File: config.mk
export PLATFORM = sky130hd
export DESIGN_NAME = xfer_exec
export DESIGN_NICKNAME = d
export VERILOG_FILES = /design/src/rtl/xfer_exec.sv
export SDC_FILE = /design/constraint.sdc
export NUM_CORES = 1
export LEC_CHECK = 0
export BUFFER_PORTS_ARGS = -buffer_cell sky130_fd_sc_hd__buf_2
export CAP_MARGIN = 20
export CORE_MARGIN = 5
export CORE_UTILIZATION = 67
export CTS_BUF_LIST = sky130_fd_sc_hd__clkbuf_16
export CTS_CLUSTER_SIZE = 20
export DETAILED_ROUTE_END_ITERATION = 6
export PLACE_DENSITY = 0.93
export SLEW_MARGIN = 30
export SYNTH_ARGS = -nofsm -noshare
export SYNTH_HDL_FRONTEND = slang
export SYNTH_SLANG_ARGS = --single-unit
export TNS_END_PERCENT = 1
File: constraint.sdc
create_clock -name clk -period 9.75 [get_ports clk]
set_input_delay 2.925 -clock clk [delete_from_list [all_inputs] [get_ports clk]]
set_output_delay 2.925 -clock clk [all_outputs]
set_load 0.03 [all_outputs]
File: src/rtl/xfer_exec.sv
module xfer_exec #(
  parameter logic [15:0] IO_BASE = 16'h0020
) (
  input  logic        clk,
  input  logic        rst_n,
  input  logic        instr_valid,
  input  logic [15:0] instr,
  output logic        ready,
  output logic        done,
  output logic        illegal,
  output logic        need_word2,
  input  logic        word2_valid,
  input  logic [15:0] word2,
  output logic [15:0] dmem_addr,
  output logic        dmem_re,
  output logic        dmem_we,
  output logic [7:0]  dmem_wdata,
  input  logic [7:0]  dmem_rdata,
  output logic [15:0] pmem_addr,
  output logic        pmem_re,
  input  logic [15:0] pmem_rdata
);
  typedef enum logic [2:0] {S_IDLE, S_WAIT2, S_ACC, S_PM1, S_PM2} st_t;

  st_t        st, st_nx;
  logic [7:0] rf [32];
  logic [4:0] reg_q;
  logic       ld_q;
  logic [15:0] adr_q;
  logic       sel_q;
  logic [7:0] byte_q;
  logic       rf_we;
  logic [4:0] rf_wa;
  logic [7:0] rf_wd;

  wire        acc     = instr_valid && (st == S_IDLE);
  wire [4:0]  fd      = instr[8:4];
  wire [4:0]  fs      = {instr[9], instr[3:0]};
  wire [5:0]  port    = {instr[10:9], instr[3:0]};
  wire [15:0] io_adr  = IO_BASE + {10'd0, port};
  wire        is_ldi  = instr[15:12] == 4'b1110;
  wire        is_mov  = instr[15:10] == 6'b001011;
  wire        is_in   = instr[15:11] == 5'b10110;
  wire        is_out  = instr[15:11] == 5'b10111;
  wire        is_swap = (instr[15:9] == 7'b1001010) && (instr[3:0] == 4'h2);
  wire        is_dir  = (instr[15:10] == 6'b100100) && (instr[3:0] == 4'h0);
  wire        is_lpm  = instr == 16'h95C8;

  assign ready = st == S_IDLE;

  always_comb begin
    st_nx      = st;
    done       = 1'b0;
    illegal    = 1'b0;
    need_word2 = 1'b0;
    dmem_addr  = 16'h0000;
    dmem_re    = 1'b0;
    dmem_we    = 1'b0;
    dmem_wdata = 8'h00;
    pmem_addr  = 16'h0000;
    pmem_re    = 1'b0;
    rf_we      = 1'b0;
    rf_wa      = 5'd0;
    rf_wd      = 8'h00;
    case (st)
      S_IDLE: if (acc) begin
        done = !(is_dir || is_lpm);
        if (is_ldi) begin
          rf_we = 1'b1;
          rf_wa = {1'b1, instr[7:4]};
          rf_wd = {instr[11:8], instr[3:0]};
        end else if (is_mov) begin
          rf_we = 1'b1;
          rf_wa = fd;
          rf_wd = rf[fs];
        end else if (is_swap) begin
          rf_we = 1'b1;
          rf_wa = fd;
          rf_wd = {rf[fd][3:0], rf[fd][7:4]};
        end else if (is_in) begin
          dmem_re   = 1'b1;
          dmem_addr = io_adr;
          rf_we     = 1'b1;
          rf_wa     = fd;
          rf_wd     = dmem_rdata;
        end else if (is_out) begin
          dmem_we    = 1'b1;
          dmem_addr  = io_adr;
          dmem_wdata = rf[fd];
        end else if (is_dir) begin
          st_nx = S_WAIT2;
        end else if (is_lpm) begin
          pmem_re   = 1'b1;
          pmem_addr = {rf[31], rf[30]};
          st_nx     = S_PM1;
        end else begin
          illegal = 1'b1;
        end
      end
      S_WAIT2: begin
        need_word2 = 1'b1;
        if (word2_valid) st_nx = S_ACC;
      end
      S_ACC: begin
        dmem_addr = adr_q;
        done      = 1'b1;
        st_nx     = S_IDLE;
        if (ld_q) begin
          dmem_re = 1'b1;
          rf_we   = 1'b1;
          rf_wa   = reg_q;
          rf_wd   = dmem_rdata;
        end else begin
          dmem_we    = 1'b1;
          dmem_wdata = rf[reg_q];
        end
      end
      S_PM1: st_nx = S_PM2;
      S_PM2: begin
        rf_we = 1'b1;
        rf_wa = 5'd0;
        rf_wd = byte_q;
        done  = 1'b1;
        st_nx = S_IDLE;
      end
      default: st_nx = S_IDLE;
    endcase
  end

  always_ff @(posedge clk or negedge rst_n) begin
    if (!rst_n) begin
      st     <= S_IDLE;
      reg_q  <= 5'd0;
      ld_q   <= 1'b0;
      adr_q  <= 16'h0000;
      sel_q  <= 1'b0;
      byte_q <= 8'h00;
      for (int i = 0; i < 32; i++) rf[i] <= 8'h00;
    end else begin
      st <= st_nx;
      if (acc && is_dir) begin
        reg_q <= fd;
        ld_q  <= !instr[9];
      end
      if (acc && is_lpm) sel_q <= rf[30][0];
      if (st == S_WAIT2 && word2_valid) adr_q <= word2;
      if (st == S_PM1) byte_q <= sel_q ? pmem_rdata[15:8] : pmem_rdata[7:0];
      if (rf_we) rf[rf_wa] <= rf_wd;
    end
  end


  w2_busy_chk: assert property (@(posedge clk) disable iff (!rst_n)
    need_word2 |-> !ready);


  w2_access_chk: assert property (@(posedge clk) disable iff (!rst_n)
    (need_word2 && word2_valid) |=> (done && (dmem_re || dmem_we) && dmem_addr == $past(word2)));


  pm_latency_chk: assert property (@(posedge clk) disable iff (!rst_n)
    pmem_re |=> (!done && !ready) ##1 (done && !dmem_we && !dmem_re));


  illegal_quiet_chk: assert property (@(posedge clk) disable iff (!rst_n)
    illegal |-> (done && ready && !dmem_we && !dmem_re && !pmem_re));


  io_window_chk: assert property (@(posedge clk) disable iff (!rst_n)
    (done && ready && (dmem_re || dmem_we)) |-> (dmem_addr >= IO_BASE && dmem_addr <= IO_BASE + 16'd63));


  done_return_chk: assert property (@(posedge clk) disable iff (!rst_n)
    (done && !ready) |=> ready);
endmodule

# Yosys cells after proc, flatten, opt, wreduce, memory -nomap -nowiden
# Cells that the tools add are included.
[totals]
register_bits = 290
inputBits = 60
output_inout_bits = 47
word_cells = 184
[op_classes]
add_sub_neg = 1
magnitude_cmp = 5
n_eq_ne = 20
n_mux = 102
bitwise_logic = 4
n_reduce_logical = 14
[ops]
columns = ["operator", "n"]
rows = [
  ["256-bit bitwise mux", 1],
  ["8-bit two-way mux", 21],
  ["16-bit two-way mux", 9],
  ["8-bit binary-select mux with 5-bit select", 3],
  ["7-bit two-way mux", 6],
  ["8-bit demux with 5-bit select", 1],
  ["1-bit two-way mux", 37],
  ["16-bit one-hot mux with 2 select lines", 1],
  ["5-bit two-way mux", 6],
  ["3-bit two-way mux", 9],
  ["6-bit >= comparator, second input constant", 4],
  ["5-bit NOT with 6-bit output", 4],
  ["8-bit one-hot mux with 3 select lines", 1],
  ["16-bit equality test, second input constant", 1],
  ["8-bit one-hot mux with 2 select lines", 1],
  ["2-bit inequality test, second input constant", 6],
  ["5-bit equality test, second input constant", 2],
  ["5-bit one-hot mux with 2 select lines", 1],
  ["3-bit one-hot mux with 3 select lines", 1],
  ["8-bit AND reduction", 1],
  ["6-bit by 6-bit adder with 7-bit output, first input constant", 1],
  ["7-bit equality test, second input constant", 1],
  ["1-bit logical AND", 7],
  ["3-bit by 2-bit equality test with 1-bit output, second input constant", 2],
  ["other kinds (16)", 19],
]

# Logic depth before layout (Yosys ltp)
[logic_depth]
ltp_word = 13
depth_mapped = 12
mapped_depth_nobuf = 6

# Least setup slack after synthesis
# Ideal clock, no wire load.
[synth_path]
kind = "in2out"
startpoint = "input instr[4]"
endpoint = "output pmem_addr[10]"
t_arrival_ns = 5.170
required_ns = 6.825
slack_ns = 1.655
stages = 9
path_buffers = 5
cell_sequence = "buf_6 -> buf_12 -> buf_12 -> buf_12 -> or4b_1 -> or4_1 -> nor2_2 -> buf_2 -> and2_1"
[synth_via]
elab_chain_len = 10
[synth_rtl]
columns = ["element", "line_no", "source"]
rows = [
  ["start, declared", "7", "input logic [15:0] instr,"],
  ["16-bit equality test", "47", "wire is_lpm = instr == 16'h95C8;"],
  ["16-bit two-way mux", "92", "end else if (is_lpm) begin"],
  ["16-bit two-way mux", "90", "end else if (is_dir) begin"],
  ["16-bit two-way mux", "86", "end else if (is_out) begin"],
  ["16-bit two-way mux", "80", "end else if (is_in) begin"],
  ["16-bit two-way mux", "76", "end else if (is_swap) begin"],
  ["16-bit two-way mux", "72", "end else if (is_mov) begin"],
  ["16-bit two-way mux", "68", "if (is_ldi) begin"],
  ["16-bit two-way mux", "66", "S_IDLE: if (acc) begin"],
  ["16-bit two-way mux", "65", "case (st)"],
  ["end, declared", "19", "output logic [15:0] pmem_addr,"],
]
# No other way between the ends.

# Worst setup path in the final report
[layout_path]
startpoint = "input instr[5]"
endpoint = "output dmem_wdata[5]"
[layout_via]
elab_chain_len = 11
[layout_rtl]
columns = ["element", "line_no", "source"]
rows = [
  ["5-bit NOT with 6-bit output (implied by the code)", "89", "dmem_wdata = rf[fd];"],
  ["8-bit binary-select mux with 5-bit select", "89", ""],
  ["8-bit two-way mux (implied by the code) (2 in a row)", "89", ""],
  ["8-bit two-way mux", "86", ""],
  ["8-bit two-way mux", "80", ""],
  ["8-bit two-way mux", "76", ""],
  ["8-bit two-way mux", "72", ""],
  ["8-bit two-way mux", "68", ""],
  ["8-bit two-way mux", "66", ""],
  ["8-bit one-hot mux with 2 select lines", "65", ""],
  ["end, declared", "17", "output logic [7:0] dmem_wdata,"],
]
# No other way between the ends. The select of a mux whose other input is x is not followed.

==> metrics.md <==
| Metric | Value |
|---|---|
| Status | `finished with violations` |
| Failing checks | `DRC` |
| Routed length on met3 | `12.36 mm` |
| Largest net degree at the start of global routing | `approximately 180` |
| Die Y | `approximately 180 um` |
| Syn_nets | `roughly 1700` |
| Post-synth cell types | `81` |
| Antenna violations before repair | `5` |
| Mapped Cells | `approximately 1600` |
| Largest family of logic cells by synthesized area | `multiplexers` |
| CTS tree | `done` |
| Met1 WL | `~20 mm` |
| Xor and xnor area share after synthesis | `0.0004600` |
| CP Class | `in2out` |
| Routed met2 length | `between 20 and 30 mm` |
| CP Max Fanout | `38` |
| Hold Crit Depth | `2` |
| Final period util | `0.8865` |
| Final count of negative-setup-slack endpoints | `0` |
| Relative slew slack | `0.2192` |
| Fin. max-slew vios | `0` |
| Final ANT Viol Nets | `0` |
| Vias | `roughly 17000` |
| Fin area | `between 0.02 and 0.025 mm^2` |
| Vias per cell | `between 8 and 9` |
| Min Clock Period, post-route | `about 8600 ps` |
| Final #Nets | `1650` |
| Yosys top cell area share | `0.3811` |
| Drt wl/cell | `roughly 33 um` |
| Total power | `about 3.3 mW` |
| Worst Setup Slack, final | `1107 ps` |
| Worst-Skew Late Latency | `~580 ps` |
| Area grow syn2layout | `6.282%` |
| Synth top area cells | `dfrtp_1, mux4_2, a21oi_1` |
| Number of I/O pins | `around 110` |
| Share of cells above drive strength 1 | `0.2957` |
| Crit-path slowest cell | `buf_4` |
| Dpl ws | `between 1000 and 1500 ps` |
| Maximum clock insertion buffer count | `3` |
| Ys flop type | `dfrtp_1` |
| Die Width | `~180 um` |
| Post-route setup TNS | `0 ps` |
| Hold-fix buffers, CTS | `0` |
| Syn Area/Cell | `11.81 um^2` |
| CP Data Arrival Time | `between 5000 and 6000 ps` |
| Htree depth | `1` |
| Post-Synth Adder-Cell Area | `0` |
| Area post-placement | `0.01927 mm^2` |
| Routed WL | `between 60 and 70 mm` |
| Peak supply drop | `between 0.0001 and 0.00015 V` |
| Synth Register Bits | `290` |
| Post-synthesis simple-gate area fraction | `0.05769` |
| WP data required | `a little under 7000 ps` |
| Setup crit start kind | `primary input` |
| Remaining DRCs | `between 90 and 100` |
| Clock Pin Slew Worst Setup and Hold Paths | `60 ps` |
| Max cap viols | `0` |
| Global route total overflow | `0` |
| RSZ-0062 raised after global routing | `no` |
| Worst Clk Skew | `17.99 ps` |
| Slew @ Worst Pin | `roughly 1200 ps` |
| R2R depth | `7` |
| DR pass1 iterations | `7` |
| Highest metal used | `met5` |
| PostCTS Resize Cnt | `0` |
| Core box area | `about 0.028 mm^2` |
| Mapped cell area | `around 0.019 mm^2` |
| Syn. warnings | `0` |
| Vias in the first global route | `between 15000 and 20000` |
| Port Buffer Count | `about 110` |
| Final core area utilization | `0.7245` |
| Fmax | `about 120 MHz` |
| Detailed-placement wirelength estimate | `41.89 mm` |
| Total Routing Usage GR | `0.4149` |
| Post-synthesis compound-gate area fraction | `0.1902` |
| Hold Vio Cnt, Final | `0` |
| Commonest non-fill, non-tap cell in the layout | `a21oi_1` |
| CP peak stage delay | `620 ps` |
| Async S/R FF share, synth | `1.000` |
| CP Capture Type | `output port` |
| Clock sink count | `just under 300` |
| Die area | `0.03189 mm^2` |
| Row count | `61` |
| Pwr per Cell Area | `between 150 and 200 mW/mm^2` |
| Commonest cells after routing, fill and taps aside | `a21oi_1, dfrtp_1, mux4_2` |
| Post-CTS Setup Bufs | `0` |
| TritonCTS Buffers | `30` |
| CTS root buf | `clkbuf_16` |
| CP Cell Sequence | `buf_2 > buf_4 > nand3b_1 > buf_4 > o221ai_1 > a21oi_1 > nand2_1 > nand2_1 > o22ai_1 > buf_2` |
| Mux contribution to synthesized area | `0.3028` |
| Placer Congestion | `around 1.1` |
| DR iter-0 viols | `between 4000 and 5000` |
| Initial core utilization | `0.6817` |
| EDFF count, synth | `0` |
| Worst hold path type | `reg2reg` |
| Flop2flop setup slack | `5720 ps` |
| First-pass GRT wire length | `100.6 mm` |
| Seq/Total Area, Yosys | `0.3811` |
| Pleak | `8.748 nW` |
| # fillers | `~1700` |
| Leading area contributor after synthesis | `dfrtp_1` |
## path summary, 6_finish.rpt
| kind | endpoint | startpoint |
|---|---|---|
| setup / recovery | dmem_wdata[5] | instr[5] |
| hold / removal | byte_q[4] | byte_q[4] |
| setup reg to reg | rf[215] | st[1] |
| hold reg to reg | byte_q[4] | byte_q[4] |
| max in group asynchronous | rf[147] | rst_n |
| min in group asynchronous | byte_q[0] | rst_n |
## final cells by class
cell class | instances | area [um^2] | share of cell area
inverter | 20 | 75.07 | 0.003709
multi-input combinational | 1104 | 10610 | 0.5243
clock buffer | 31 | 775.7 | 0.03833
timing repair buffer | 144 | 882.1 | 0.04359
clock inverter | 24 | 153.9 | 0.007604
sequential | 290 | 7263 | 0.3589
antenna | 2 | 5.005 | 0.0002473
tap | 378 | 473.0 | 0.02337
## cells by family after synthesis
logic type,Yosys count
AOI/OAI and AO/OA,584
muxes,327
DFF,290
buffers and inverters,219
and+or+nand+nor,192
xor gates and xnor gates,1
## cell usage after synthesis (4+ instances only)
cell type	count
o21ai_0	15
o22ai_1	17
dfrtp_1	290
and3_1	13
buf_6	27
o221ai_1	15
a32oi_1	12
and2_1	48
buf_1	12
nand3_1	13
a22o_1	14
clkbuf_2	14
nand2_1	48
nand3b_1	4
o31a_1	4
nor2b_1	8
mux2i_1	71
a31oi_1	85
a22oi_1	23
clkbuf_1	42
inv_1	20
mux4_1	16
mux4_2	168
mux2_2	69
a221oi_1	7
a211o_1	8
nor2_1	21
a21oi_2	21
buf_2	74
a21oi_1	332
buf_4	22
## power breakdown
part	switching, mW	internal (mW)	total [mW]
clock	0.500	0.621	1.12
combinational	0.422	0.299	0.721
sequential	0.136	1.33	1.46
## registers in the layout, indices dropped and copies added, names as in the netlist
name,flops
byte_q,8
st,3
adr_q,16
rf,256
sel_q,1
ld_q,1
reg_q,5
## stage by stage
| step | cells | hold WS, ps |
|---|---|---|
| final | 1993 | 496.6 |
| after global routing | 1993 | 520.9 |
| after CTS | 1990 | 496.4 |
| after detailed placement | 1935 | 480.6 |
| after global placement | 1935 | 474.4 |
| after floorplan | 1613 | 450.5 |
## layer usage
| layer | global-route usage | up-vias |
|---|---|---|
| met5 | 0.05449 | - |
| met4 | 0.2101 | 12 |
| met3 | 0.2039 | 648 |
| met2 | 0.6039 | 2010 |
| met1 | 0.5124 | 8014 |
| li1 | - | 6321 |
## worst max-delay path, delay by kind of cell
family                 cells  cell delay, ps
AOI/OAI and AO/OA          3             650
buffers and inverters      4            1620
and+or+nand+nor            3             490
Power figures use the tool's default switching activity.
